==> src/rtl/gpio_regblock_pkg.sv <==
package gpio_regblock_pkg;

  // Byte offsets of the register window (word aligned)
  localparam int unsigned OFS_LEVEL = 32'h00;
  localparam int unsigned OFS_DIR   = 32'h04;
  localparam int unsigned OFS_SET   = 32'h08;
  localparam int unsigned OFS_CLR   = 32'h0C;
  localparam int unsigned OFS_EDGR  = 32'h10;
  localparam int unsigned OFS_EDGF  = 32'h14;
  localparam int unsigned OFS_EDGS  = 32'h18;
  localparam int unsigned OFS_SCR   = 32'h20;

  typedef enum logic [3:0] {
    OP_IDLE,
    OP_RD_LEVEL,
    OP_RD_DIR,
    OP_RD_SCR,
    OP_RD_BAD,
    OP_WR_DIR,
    OP_WR_SET,
    OP_WR_CLR,
    OP_WR_SCR,
    OP_WR_NOP,
    OP_WR_BAD
  } bus_op_e;

endpackage

==> src/rtl/gpio_bus_decode.sv <==
module gpio_bus_decode
  import gpio_regblock_pkg::*;
#(
  parameter int ADDR_W = 8
) (
  input  logic              req_valid,
  input  logic              req_write,
  input  logic [ADDR_W-1:0] req_addr,
  output bus_op_e           op
);

  always_comb begin
    op = OP_IDLE;
    if (req_valid) begin
      if (req_write) begin
        if      (req_addr == ADDR_W'(OFS_DIR))  op = OP_WR_DIR;
        else if (req_addr == ADDR_W'(OFS_SET))  op = OP_WR_SET;
        else if (req_addr == ADDR_W'(OFS_CLR))  op = OP_WR_CLR;
        else if (req_addr == ADDR_W'(OFS_SCR))  op = OP_WR_SCR;
        else if (req_addr == ADDR_W'(OFS_EDGR) ||
                 req_addr == ADDR_W'(OFS_EDGF) ||
                 req_addr == ADDR_W'(OFS_EDGS)) op = OP_WR_NOP;
        else                                    op = OP_WR_BAD;
      end else begin
        if      (req_addr == ADDR_W'(OFS_LEVEL)) op = OP_RD_LEVEL;
        else if (req_addr == ADDR_W'(OFS_DIR))   op = OP_RD_DIR;
        else if (req_addr == ADDR_W'(OFS_SCR))   op = OP_RD_SCR;
        else                                     op = OP_RD_BAD;
      end
    end
  end

endmodule

==> src/rtl/gpio_pin_regs.sv <==
module gpio_pin_regs
  import gpio_regblock_pkg::*;
#(
  parameter int PIN_W = 32
) (
  input  logic             clk,
  input  logic             rst_n,
  input  bus_op_e          op,
  input  logic [PIN_W-1:0] wdata,
  output logic [PIN_W-1:0] level_q,
  output logic [PIN_W-1:0] dir_q,
  output logic [PIN_W-1:0] scr_q,
  output logic             mask_reject
);

  logic             mask_hit;
  logic             level_en;
  logic             dir_en;
  logic             scr_en;
  logic [PIN_W-1:0] level_d;

  // A mask write counts only if it reaches at least one output pin
  assign mask_hit    = |(dir_q & wdata);
  assign mask_reject = (op == OP_WR_SET || op == OP_WR_CLR) && !mask_hit;

  always_comb begin
    level_en = 1'b0;
    level_d  = level_q;
    dir_en   = (op == OP_WR_DIR);
    scr_en   = (op == OP_WR_SCR);
    if (op == OP_WR_SET && mask_hit) begin
      level_en = 1'b1;
      level_d  = level_q | wdata;
    end else if (op == OP_WR_CLR && mask_hit) begin
      level_en = 1'b1;
      level_d  = level_q & ~wdata;
    end
  end

  always_ff @(posedge clk or negedge rst_n) begin
    if (!rst_n) begin
      level_q <= '0;
      dir_q   <= '0;
      scr_q   <= '0;
    end else begin
      if (level_en) level_q <= level_d;
      if (dir_en)   dir_q   <= wdata;
      if (scr_en)   scr_q   <= wdata;
    end
  end

endmodule

==> src/rtl/gpio_rsp_stage.sv <==
module gpio_rsp_stage
  import gpio_regblock_pkg::*;
#(
  parameter int PIN_W = 32
) (
  input  logic             clk,
  input  logic             rst_n,
  input  bus_op_e          op,
  input  logic             mask_reject,
  input  logic [PIN_W-1:0] level_q,
  input  logic [PIN_W-1:0] dir_q,
  input  logic [PIN_W-1:0] scr_q,
  output logic [PIN_W-1:0] rdata_q,
  output logic             err_q
);

  logic             rd_en;
  logic [PIN_W-1:0] rdata_d;
  logic             err_d;

  always_comb begin
    rd_en   = 1'b1;
    rdata_d = '0;
    unique case (op)
      OP_RD_LEVEL: rdata_d = level_q;
      OP_RD_DIR:   rdata_d = dir_q;
      OP_RD_SCR:   rdata_d = scr_q;
      OP_RD_BAD:   rdata_d = '0;
      default:     rd_en   = 1'b0;
    endcase
    err_d = (op == OP_RD_BAD) || (op == OP_WR_BAD) || mask_reject;
  end

  always_ff @(posedge clk or negedge rst_n) begin
    if (!rst_n) begin
      rdata_q <= '0;
      err_q   <= 1'b0;
    end else begin
      if (rd_en) rdata_q <= rdata_d;
      err_q <= err_d;
    end
  end

endmodule

==> src/rtl/gpio_regblock.sv <==
module gpio_regblock
  import gpio_regblock_pkg::*;
#(
  parameter int PIN_W   = 32,
  parameter int ADDR_W  = 8,
  parameter int LOW_IRQ = 8
) (
  input  logic               clk,
  input  logic               rst_n,
  input  logic               req_valid,
  input  logic               req_write,
  input  logic [ADDR_W-1:0]  req_addr,
  input  logic [PIN_W-1:0]   req_wdata,
  output logic [PIN_W-1:0]   rsp_rdata,
  output logic               acc_err,
  output logic [PIN_W-1:0]   pin_oe,
  output logic [PIN_W-1:0]   pin_out,
  output logic [LOW_IRQ-1:0] irq_low,
  output logic               irq_high
);

  bus_op_e          op;
  logic [PIN_W-1:0] level_q;
  logic [PIN_W-1:0] dir_q;
  logic [PIN_W-1:0] scr_q;
  logic             mask_reject;

  gpio_bus_decode #(.ADDR_W(ADDR_W)) u_dec (
    .req_valid (req_valid),
    .req_write (req_write),
    .req_addr  (req_addr),
    .op        (op)
  );

  gpio_pin_regs #(.PIN_W(PIN_W)) u_regs (
    .clk         (clk),
    .rst_n       (rst_n),
    .op          (op),
    .wdata       (req_wdata),
    .level_q     (level_q),
    .dir_q       (dir_q),
    .scr_q       (scr_q),
    .mask_reject (mask_reject)
  );

  gpio_rsp_stage #(.PIN_W(PIN_W)) u_rsp (
    .clk         (clk),
    .rst_n       (rst_n),
    .op          (op),
    .mask_reject (mask_reject),
    .level_q     (level_q),
    .dir_q       (dir_q),
    .scr_q       (scr_q),
    .rdata_q     (rsp_rdata),
    .err_q       (acc_err)
  );

  assign pin_oe  = dir_q;
  assign pin_out = level_q;

  // Interrupt lines are placeholders, tied inactive
  for (genvar g = 0; g < LOW_IRQ; g++) begin : g_irq_low
    assign irq_low[g] = 1'b0;
  end
  assign irq_high = 1'b0;

endmodule

==> config.mk <==
export PLATFORM = sky130hd
export DESIGN_NAME = gpio_regblock
export DESIGN_NICKNAME = d
export VERILOG_FILES = /design/src/rtl/gpio_regblock_pkg.sv /design/src/rtl/gpio_bus_decode.sv /design/src/rtl/gpio_pin_regs.sv /design/src/rtl/gpio_rsp_stage.sv /design/src/rtl/gpio_regblock.sv
export SDC_FILE = /design/constraint.sdc
export NUM_CORES = 1
export LEC_CHECK = 0
export CORE_ASPECT_RATIO = 1.1
export CORE_MARGIN = 5
export CORE_UTILIZATION = 30
export CTS_CLUSTER_DIAMETER = 150
export CTS_CLUSTER_SIZE = 14
export DETAILED_ROUTE_END_ITERATION = 10
export PLACE_DENSITY_LB_ADDON = 0.25
export SYNTH_ARGS = -nofsm -noshare
export SYNTH_HDL_FRONTEND = slang
export SYNTH_SLANG_ARGS = --single-unit
==> constraint.sdc <==
create_clock -name clk -period 5.6 [get_ports clk]
set_input_delay 1.12 -clock clk [delete_from_list [all_inputs] [get_ports clk]]
set_output_delay 1.12 -clock clk [all_outputs]
set_load 0.1 [all_outputs]
==> impl_results.md <==
- Status: completed
- Worst Clk Skew: 0.009737 ns
- Initial DRT Pass Iterations: 4
- Iter 0 DRT Violations: 404
- DR vias: 4408
- # resized after CTS: 0
- Comb power frac: 40.1%
- Final Instance Count excl. Fillers: 852
- Max-slew headroom: 27.96%
- Wirelength per Cell: 21.42 µm
- Tcrit/Tclk final: 74.83%
- Max Clock Freq: 238.6 MHz
- TritonCTS Buffers: 17
- Mapped Cells: 460
- Ports: 150
- Clock share of power: 27.9%
- Total gr overflow: 0
- Final setup viols: 0
- Largest net degree at the start of global routing: 80
- HP Start: u_regs.scr_q[9]$_DFFE_PN0N_
- Vias/cell: 5.174
- Int Power: 2.185 mW
- CTS clk-pin slew, worst paths: 0.05 ns
- Clock Latency Late Sink: 0.42 ns
- Sequential share of the synthesized area: 53.93%
- CTS H-tree depth: 4
- Max Buffers Root-to-Sink: 2
- Yosys reg bits: 129
- Starting density of the core: 30.34%
- Port Buffers: 140
- Post-DP HPWL: 12300 µm
- DRC viols: 0
- Layout Nets: 632
- DIE AREA: 0.02288 mm²
- Most frequent cells in the layout: clkdlybuf4s50_1, dfrtp_1, mux2_2
- Worst VDD drop: 0.3569 mV
- Worst Path Required: 5.90 ns
- # placed instances: 821
- Kind of critical path: in -> reg
- Final Wtd Congestion: 0.7628
- Site Rows: 54
- Synth cell types: 40
- Power density cells: 473.0 mW/mm²
- Syn_area_per_cell: 13.01 µm²
- Fin crit period: 4.191 ns
- Routed WL: 18250 µm
- Worst setup margin: 1.409 ns
- # fillers: 1868
- Synthesized area: 0.005986 mm²
- Fin. max-slew vios: 0
- Pre-CTS WS: 1.073 ns
- Max-cap violations: 0
- Critical Path Fanout Max: 33
- CTS Root Cell: clkbuf_16
- Net Sw Frac: 43.14%
- Seq pwr share: 32.0%
- RSZ-0062 raised after global routing: no
- CTS Hold Bufs: 0
- Post-DRT Antenna Nets: 0
- P_sw: 1.658 mW
- Die W: 144.7 µm
- Hold WC Path Type: reg -> reg
- Worst setup SP type: input port
- Chip height: 158.1 µm
- Number of global-route vias before repair: 4720
- Fin. Hold Viols: 0
- Synth-to-Final Area Change: 35.76%
- Ant diodes: 0
- CTS tree: yes
- # Post-CTS Setup Buffers: 0
- Worst-Margin Slew: 1.077 ns
- Core footprint: 0.01973 mm²
- Commonest non-fill, non-tap cell in the layout: clkdlybuf4s50_1
- Overall Global Routing Usage: 16.50%
- Worst Path Arrival: 4.49 ns
- Reg2reg start: u_regs.dir_q[4]$_DFFE_PN0N_
- Share of post-route cells with drive strength above 1: 22.67%
- First-pass GRT wire length: 28460 µm
- LEAKAGE: 3.561 nW
- Endpoint class of the critical path: flop
- Setup TNS: 0 ns
- Synthesis warning total: 0
- Total clock sinks: 129
- Setup crit start: req_addr[7]
- Initial antenna violation count: 0
-- cell usage after synthesis (all sizes together) --
cell       n  area (µm²)
o21ba      1       10.01
nor4       1       6.260
o32ai      1       8.760
a22oi     48       360.4
nor2b      1       6.260
o21bai     1       7.510
nor3       1       5.000
o31ai      1       7.510
mux2i     32       320.3
or4        2       18.77
and3b      1       8.760
nand2b     2       12.51
and2       1       6.260
a31oi      1       6.260
nand2      5       18.77
or3        4       25.02
nor2       3       11.26
clkbuf    23       87.58
and4       1       8.760
o21ai     34       170.2
nand3      1       5.000
dfrtp    129        3228
buf       24       158.9
nor4bb     1       10.01
a2111oi    1       8.760
inv        1       3.750
and3       1       6.260
a311oi     1       8.760
o22ai      1       6.260
o311a      1       10.01
mux2      96        1194
conb       1       3.750
a21oi      1       5.000
nand4     37       231.5
-- cell families after synthesis --
logic type | after synthesis | synth area share, %
DFF | 129 | 53.93
other | 1 | 0.06265
and+or+nand+nor | 62 | 6.355
buffers and inverters | 48 | 4.180
muxes | 128 | 25.29
AOI/OAI and AO/OA | 92 | 10.18
-- metal layers --
metal	track usage, %	routed length, µm
met2	26.82	8839
met3	4.018	967
met5	0	0
met4	5.420	364
met1	21.65	8078
-- power by group through the flow --
stage	logic, mW	registers [mW]	clock network, mW
2_1_floorplan	0.311	2.06	0
3_3_place_gp	1.54	1.24	0
3_5_place_dp	1.55	1.24	0
4_1_cts	1.55	1.23	1.10
5_1_grt	1.60	1.25	1.14
6_report	1.54	1.23	1.07
-- cell type report --
class / instances / area [µm²] / share of cell area [%]
clock buffer: 26 / 489.2 / 6.020
clock inverter: 5 / 77.57 / 0.9546
inverter: 1 / 3.754 / 0.04619
multi-input combinational: 291 / 2550 / 31.38
sequential: 129 / 3228 / 39.72
tap: 252 / 315.3 / 3.880
timing repair buffer: 148 / 1463 / 18.00
-- worst max-delay path: stages --
cell and delay (ns):
clkdlybuf4s50_1 0.42, nor4_1 0.78, a311oi_1 0.24, and4_1 0.28, buf_4 0.26, or3_2 0.91
mux2_4 0.46
-- stage by stage --
| stage | instance area, µm² | hold slack, ns | utilization [%] | power (mW) |
|---|---|---|---|---|
| 4_1_cts | 8127 | 0.5040 | 41.19 | 3.884 |
| 6_report | 8127 | 0.5022 | 41.19 | 3.844 |
| 2_1_floorplan | 6016 | 0.4786 | - | 2.371 |
| 5_1_grt | 8127 | 0.5078 | 41.19 | 3.996 |
| 3_3_place_gp | 7560 | 0.4867 | 38.32 | 2.775 |
| 3_5_place_dp | 7560 | 0.4921 | 38.32 | 2.795 |
-- worst paths after layout --
path                                                      end  cells after the start  slack (ns)
worst max-delay path             u_regs.dir_q[16]$_DFFE_PN0N_                      7        1.41
min in group asynchronous       u_rsp.rdata_q[27]$_DFFE_PN0P_                      1        0.72
max in group asynchronous         u_regs.scr_q[5]$_DFFE_PN0N_                      2        3.69
worst min-delay path              u_regs.scr_q[9]$_DFFE_PN0N_                      1        0.50
worst min register to register    u_regs.scr_q[9]$_DFFE_PN0N_                      1        0.50
worst max register to register                           flop                      6        2.96
No activity file was read; power rests on OpenSTA's default activity.
